--- config.mk ---
export PLATFORM = sky130hd
export DESIGN_NAME = mirror_tx_seq
export DESIGN_NICKNAME = d
export VERILOG_FILES = /design/src/rtl/stx_pkg.sv /design/src/rtl/stx_bit_timer.sv /design/src/rtl/stx_chan_slice.sv /design/src/rtl/mirror_tx_seq.sv
export SDC_FILE = /design/constraint.sdc
export NUM_CORES = 1
export LEC_CHECK = 0
export ABC_AREA = 1
export BUFFER_PORTS_ARGS = -buffer_cell sky130_fd_sc_hd__buf_2
export CORE_UTILIZATION = 55
export CTS_CLUSTER_DIAMETER = 30
export DETAILED_ROUTE_END_ITERATION = 10
export PLACE_DENSITY = 0.77
export SKIP_LAST_GASP = 1
export SLEW_MARGIN = 10
export SYNTH_ARGS = -nofsm -noshare
export SYNTH_HDL_FRONTEND = slang
export SYNTH_SLANG_ARGS = --single-unit
--- constraint.sdc ---
create_clock -name clk -period 1.75 [get_ports clk]
set_clock_uncertainty 0.05 [all_clocks]
set_input_delay 0.175 -clock clk [delete_from_list [all_inputs] [get_ports clk]]
set_output_delay 0.175 -clock clk [all_outputs]
set_load 0.03 [all_outputs]
--- src/rtl/stx_pkg.sv ---
package stx_pkg;

    typedef enum logic [0:0] {
        PH_IDLE   = 1'b0,
        PH_ACTIVE = 1'b1
    } phase_t;

    typedef struct packed {
        phase_t     phase;
        logic [7:0] ch;
    } seq_t;

    // A usable timing needs a non-zero timeout shorter than the stagger.
    function automatic bit cfg_valid(input int stagger, input int timeout);
        return (timeout >= 1) && (stagger > timeout);
    endfunction

endpackage

--- src/rtl/stx_bit_timer.sv ---
module stx_bit_timer #(
    parameter int D_BITS = 5,
    parameter int T_BITS = 2
) (
    input  logic clk,
    input  logic rst,
    input  logic clear,
    input  logic tick,
    output logic t_exp,
    output logic d_exp
);
    localparam int CW = (D_BITS > 1) ? $clog2(D_BITS + 1) : 1;
    localparam logic [CW-1:0] T_LAST = CW'(T_BITS - 1);
    localparam logic [CW-1:0] D_LAST = CW'(D_BITS - 1);

    logic [CW-1:0] cnt;

    always_ff @(posedge clk) begin
        if (rst || clear) begin
            cnt <= '0;
        end else if (tick) begin
            cnt <= cnt + 1'b1;
        end
    end

    assign t_exp = tick && (cnt == T_LAST);
    assign d_exp = tick && (cnt == D_LAST);
endmodule

--- src/rtl/stx_chan_slice.sv ---
module stx_chan_slice (
    input  logic clk,
    input  logic rst,
    input  logic launch,
    input  logic tmo,
    input  logic started,
    input  logic clear_fail,
    input  logic force_fail,
    output logic req,
    output logic fail
);
    logic seen;
    logic expired;

    assign seen    = req && started;
    assign expired = req && !started && tmo;

    always_ff @(posedge clk) begin
        if (rst) begin
            req <= 1'b0;
        end else if (launch) begin
            req <= 1'b1;
        end else if (seen || expired) begin
            req <= 1'b0;
        end
    end

    always_ff @(posedge clk) begin
        if (rst) begin
            fail <= 1'b0;
        end else if (force_fail) begin
            fail <= 1'b1;
        end else if (clear_fail) begin
            fail <= 1'b0;
        end else if (expired) begin
            fail <= 1'b1;
        end
    end
endmodule

--- src/rtl/mirror_tx_seq.sv ---
module mirror_tx_seq #(
    parameter int NUM_CH = 3,
    parameter int D_BITS = 5,
    parameter int T_BITS = 2
) (
    input  logic              clk,
    input  logic              rst,
    input  logic              bit_tick,
    input  logic              start_i,
    input  logic [NUM_CH-1:0] started_i,
    output logic [NUM_CH-1:0] req_o,
    output logic              busy_o,
    output logic              done_o,
    output logic [NUM_CH-1:0] fail_o,
    output logic              overrun_o
);
    import stx_pkg::*;

    localparam bit         CFG_OK  = cfg_valid(D_BITS, T_BITS);
    localparam logic [7:0] LAST_CH = 8'(NUM_CH - 1);

    seq_t seq;
    logic accept;
    logic advance;
    logic at_last;
    logic t_exp;
    logic d_exp;
    logic [NUM_CH-1:0] launch;

    assign busy_o  = (seq.phase == PH_ACTIVE);
    assign accept  = start_i && !busy_o;
    assign advance = busy_o && d_exp;
    assign at_last = (seq.ch == LAST_CH);

    stx_bit_timer #(.D_BITS(D_BITS), .T_BITS(T_BITS)) u_timer (
        .clk   (clk),
        .rst   (rst),
        .clear (|launch),
        .tick  (bit_tick),
        .t_exp (t_exp),
        .d_exp (d_exp)
    );

    for (genvar c = 0; c < NUM_CH; c++) begin : g_ch
        logic sel;
        assign sel = busy_o && (seq.ch == 8'(c));
        if (c == 0) begin : g_first
            assign launch[c] = accept && CFG_OK;
        end else begin : g_next
            assign launch[c] = advance && !at_last && (seq.ch == 8'(c - 1));
        end
        stx_chan_slice u_slice (
            .clk        (clk),
            .rst        (rst),
            .launch     (launch[c]),
            .tmo        (sel && t_exp),
            .started    (started_i[c]),
            .clear_fail (accept && CFG_OK),
            .force_fail (accept && !CFG_OK),
            .req        (req_o[c]),
            .fail       (fail_o[c])
        );
    end

    always_ff @(posedge clk) begin
        if (rst) begin
            seq       <= '{phase: PH_IDLE, ch: 8'd0};
            done_o    <= 1'b0;
            overrun_o <= 1'b0;
        end else begin
            done_o <= 1'b0;
            if (start_i && busy_o) begin
                overrun_o <= 1'b1;
            end
            if (accept) begin
                if (CFG_OK) begin
                    seq <= '{phase: PH_ACTIVE, ch: 8'd0};
                end else begin
                    done_o <= 1'b1;
                end
            end else if (advance) begin
                if (at_last) begin
                    seq.phase <= PH_IDLE;
                    done_o    <= 1'b1;
                end else begin
                    seq.ch <= seq.ch + 8'd1;
                end
            end
        end
    end
endmodule

## Word-level counts from Yosys, hierarchy flattened

Cells that the tools add are included.

| cells by class | value |
|---|---|
| add/subtract/negate cells | 2 |
| multiplexer cells | 11 |
| divide/modulo/power cells | 0 |
| order comparisons | 0 |
| bitwise operators | 2 |
| reductions and logical operators | 43 |
| equal/unequal tests | 4 |
| $mul | 0 |
| shift operators | 0 |

Operator list:

| cell | count |
|---|---|
| $logic_and 1x1->1 | 23 |
| $mux 9 | 2 |
| $reduce_bool 2->1 | 5 |
| $add 8x1->8 const B | 1 |
| $eq 8x1->1 const B | 1 |
| $eq 8x2->1 const B | 1 |
| $logic_not 8->1 | 1 |
| $mux 1 | 8 |
| $mux 8 | 1 |
| $reduce_or 3->1 | 2 |
| $logic_not 1->1 | 5 |
| $logic_or 1x1->1 | 4 |
| $reduce_and 2->1 | 2 |
| $add 3x1->3 const B | 1 |
| $eq 3x1->1 const B | 1 |
| $eq 3x3->1 const B | 1 |
| $not 1->1 | 2 |
| $reduce_or 2->1 | 1 |

| storage, ports and cells | value |
|---|---|
| output and inout port bits | 9 |
| bits in registers | 20 |
| latch bits | 0 |
| logic and storage cells | 73 |
| bits of input ports | 7 |
| memory bits (read-only) | 0 |
| bits in writable memories | 0 |
| memories | 0 |

## Logic depth before layout (Yosys ltp)

| logic depth | value |
|---|---|
| depth after elaboration | 7 |
| mapped depth | 8 |
| gate-level depth less buffers | 8 |

## Cells and area by module

A second synthesis with hierarchy kept.

| unflattened totals | value |
|---|---|
| cells, all modules | 168 |
| area total of the unflattened synthesis | 1149.9 µm² |

By module, submodules not included:

| module | area each (µm²) | cells an instance | sequential area each (µm²) | instances |
|---|---|---|---|---|
| mirror_tx_seq | 671.9 | 103 | 220.2 | 1 |
| stx_chan_slice | 92.6 | 13 | 40.0 | 3 |
| stx_bit_timer | 200.2 | 26 | 60.1 | 1 |

## Least setup slack after synthesis

No wires, ideal clock.

| path | value |
|---|---|
| path kind | reg-to-reg |
| from | reg seq, in the netlist busy_o |
| to | reg u_timer.cnt[0] |
| data required time | 1.584 ns |
| clock period less this slack | 1.314 ns |
| cell stages (with the launch flop) | 6 |
| slack | 0.436 ns |
| buffers on the path | 0 |
| arrival time | 1.148 ns |
| library setup time | 0.116 ns |
| cells stage by stage | dfxtp_1 nand4_2 inv_2 nand3_1 nand3_2 nor2_1 |

| between the ends | value |
|---|---|
| longest elaborated chain between the ends | 5 |
| elaborated cells on any way between the ends | 8 |
| classes of those cells | reduce/logical: 8 |

RTL lines:

| item | line | text |
|---|---|---|
| start, declared | mirror_tx_seq.sv:22 | `seq_t seq;` |
| start signal, assigned | mirror_tx_seq.sv:67 | `seq <= '{phase: PH_IDLE, ch: 8'd0};` |
| start signal, assigned | mirror_tx_seq.sv:77 | `seq <= '{phase: PH_ACTIVE, ch: 8'd0};` |
| $logic_and 1x1->1 | mirror_tx_seq.sv:32 | `assign advance = busy_o && d_exp;` |
| $logic_and 1x1->1 (2 in series) | mirror_tx_seq.sv:50 | `assign launch[c] = advance && !at_last && (seq.ch == 8'(c - 1));` |
| $reduce_or 3->1 * | mirror_tx_seq.sv:38 | `.clear (\|launch),` |
| $logic_or 1x1->1 * | stx_bit_timer.sv:19 | `if (rst \|\| clear) begin` |
| end signal, assigned | stx_bit_timer.sv:22 | `cnt <= cnt + 1'b1;` |
| end, declared | stx_bit_timer.sv:16 | `logic [CW-1:0] cnt;` |

Every way passes the cells marked *; elsewhere a longest branch is shown, timed or not.
A chain may end at the register's enable or synchronous reset.

## Worst setup path after layout

| path | value |
|---|---|
| from | reg seq[0] (netlist bit) |
| to | reg u_timer.cnt[1] |

| between the ends | value |
|---|---|
| longest elaborated chain between the ends | 6 |
| elaborated cells on any way between the ends | 9 |
| classes of those cells | eq/ne: 2; reduce/logical: 7 |

RTL lines:

| item | line | text |
|---|---|---|
| $eq 8x2->1 | mirror_tx_seq.sv:33 | `assign at_last = (seq.ch == LAST_CH);` |
| $logic_not 1->1 | mirror_tx_seq.sv:50 |  |
| $logic_and 1x1->1 (2 in series) | mirror_tx_seq.sv:50 |  |
| $reduce_or 3->1 * | mirror_tx_seq.sv:38 |  |
| $logic_or 1x1->1 * | stx_bit_timer.sv:19 |  |

Marks and branches as above.

==> impl_metrics.toml <==
[floorplanning]
core_area_um2 = 1821
io_pins = 16
fp.dieH_um = 47.15
die_area_um2 = 2223
num_rows = 15
die-width_um = 47.15
initial_core_util_pct = 61.58

[clock_tree]
clock_sinks = 20
h-tree-depth = 1
cts_tree = "yes"
cts_buffers = 3
postCtsSetupRepairBufs = 0
postCtsHoldBufs = 0
postCtsResizedCells = 0
clock-root-buffer = "clkbuf_4"
clk_latency_ns = 0.30
cts.path.max_buffers = 2
clkSlewWorstSetupHoldPaths_ns = 0.11

[pwr]
seqPwrFrac_pct = 51.4
power_density_nw_per_um2 = 739.7
swShare_pct = 21.56
power.internal_uw = 716.5
power_frac_clock_pct = 41.5
comb_power_share_pct = 7.1
peakVddDrop_mv = 0.4901
p_leak_uw = 0.0005019
switching_power_uw = 196.9

[worst_setup_path]
end_kind = "register"
critPathKind = "reg2reg"
start_kind = "register"
arrival_ns = 1.59
cp_max_fo = 5
required_ns = 1.91

[routing]
ant_nets = 0
drtIter0Drc = 19
wl_per_cell_um = 10.41
vias_per_cell = 5.064
drt-pass1-iter-count = 4
drc = 0
vias = 952
wirelength_mm = 1.957

[logic_synthesis]
synth_mux_area_share_pct = 0
syn_area_um2 = 1121
synth_simple_gate_area_share_pct = 33.93
yosysSeqAreaShare_pct = 35.71
synth-edff-count = 0
synth-async-reset-ratio_pct = 0
syn_avg_cell_area_um2 = 7.474
synth-compound-area-share_pct = 8.259
synthFlopType = "dfxtp_1"
synth_top_family_by_area = "simple AND/OR/NAND/NOR gates"
synth_xor_xnor_area_share_pct = 3.906
synth_fa_ha_area_share_pct = 7.813
ys_seq_elements = 20
ys.warnings.count = 0
syn-num-nets = 164
netlist_instances = 150
yosysUniqueCellTypes = 24

[cells_and_area]
area_growth_pct = 10.16
fillers = 152
fin_cells = 188
fin_area_um2 = 1235
final_common_cell = "nand2_1"
drive_gt1_share_pct = 22.70
layout.nets = 178
antennaDiodeCount = 0
layout_common_cells = "nand2_1 (33), dfxtp_1 (20), nor2_1 (18)"

[sta]
slew_headroom_pct = 82.66
period_share_pct = 81.60
hold_violations = 0
period_needed_ns = 1.428
tns_ns = 0
setup_viol = 0
tightestPinTransition_ns = 0.2592
drv_slew = 0
fmax_mhz = 700.3
rsz0062_at_grt = "no"

[min_path]
hold_path_class = "in2reg"

[global_route]
overflow = 0
grt_max_degree = 13
antenna_found_initial = 0
grt_pass1_vias = 855
grt.total_usage_pct = 21.37
grt_pass1_wl_mm = 3.374

[flow_run]
maxCapViolations = 0

[placement]
hpwl_mm = 1.513
numPortBuffers = 15
place.gp.congestion = 0.8098
place_area_um2 = 1182
place_inst = 184

[outcome]
status = "complete, no violations"
==> stage by stage <==
stage / hold slack [ns] / total power (µW) / setup WS, ns / utilization [%]
final: 0.07150 / 913.4 / 0.3221 / 67.84
after global routing: 0.05542 / 951.4 / 0.1781 / 67.84
after CTS: 0.05893 / 919.9 / 0.3302 / 67.84
after detailed placement: 0.3886 / 544.7 / 0.3441 / 64.95
after global placement: 0.3839 / 543.8 / 0.3970 / 64.95
after floorplan: 0.1941 / 523.3 / 0.4361 / -
==> final timing paths <==
| check | slack (ns) | start | to | depth (start not counted) |
|---|---|---|---|---|
| min | 0.07 | rst | g_ch[2].u_slice.req | 2 |
| max reg2reg | 0.32 | seq[0] | u_timer.cnt[1] | 8 |
| min reg2reg | 0.40 | g_ch[1].u_slice.fail | g_ch[1].u_slice.fail | 2 |
| max | 0.32 | seq[0] | u_timer.cnt[1] | 8 |
==> synthesized netlist by cell type (3+ instances only) <==
cell type	number	area share (%)
inv_2	5	1.7
nand2_1	33	11
a21oi_1	14	6.3
nor2_2	3	1.7
nand3_1	6	2.7
xor2_1	3	2.3
dfxtp_1	20	36
nor2_4	3	3.0
buf_4	6	4.0
ha_1	7	7.8
nor2_1	18	6.0
inv_1	14	4.7
==> worst max-delay path, cell delays in order (launching register included) <==
cell and delay, ns:
dfxtp_1 0.42, inv_1 0.11, ha_1 0.21, nand2_2 0.10, inv_2 0.05, nand2_4 0.09, nand3_1 0.12, nand3_2 0.13
nor2_1 0.05
==> routing by layer <==
metal	share of wire [%]	up-vias	track usage, %
met5	0	-	0
met3	3.1	4	3.846
met2	46	20	37.22
met4	1.4	0	8.000
li1	-	492	-
met1	49	436	26.18
==> area by class of cell <==
cell class | count | area (µm²) | share of cell area [%]
multi-input cells | 105 | 604.3 | 48.94
flip-flops and latches | 20 | 400.4 | 32.42
repair buffers | 15 | 75.07 | 6.079
inverters | 19 | 71.32 | 5.775
well taps | 25 | 31.28 | 2.533
clock inverters | 1 | 30.03 | 2.432
clock buffers | 3 | 22.52 | 1.824
==> sequential cells by signal, summed over array words and instances (netlist names) <==
| name | cells |
|---|---|
| busy_o | 1 |
| done_o | 1 |
| overrun_o | 1 |
| seq | 8 |
| g_ch.u_slice.req | 3 |
| u_timer.cnt | 3 |
| g_ch.u_slice.fail | 3 |
==> power groups by stage <==
stage | Clock, µW | Combinational (µW) | Sequential, µW
floorplan | 0 | 38.4 | 485
global placement | 0 | 64.6 | 479
detailed placement | 0 | 64.9 | 480
CTS | 385 | 65.2 | 469
global route | 407 | 73.6 | 471
finish | 379 | 65.0 | 469
==> logic make-up after synthesis <==
family / count (synthesis)
XOR/XNOR: 5
AND/OR/NAND/NOR: 75
buffers and inverters: 25
AO/OA/AOI/OAI: 18
adder cells (fa/ha/maj): 7
flip-flops: 20
No activity file was read; power rests on OpenSTA's default activity.
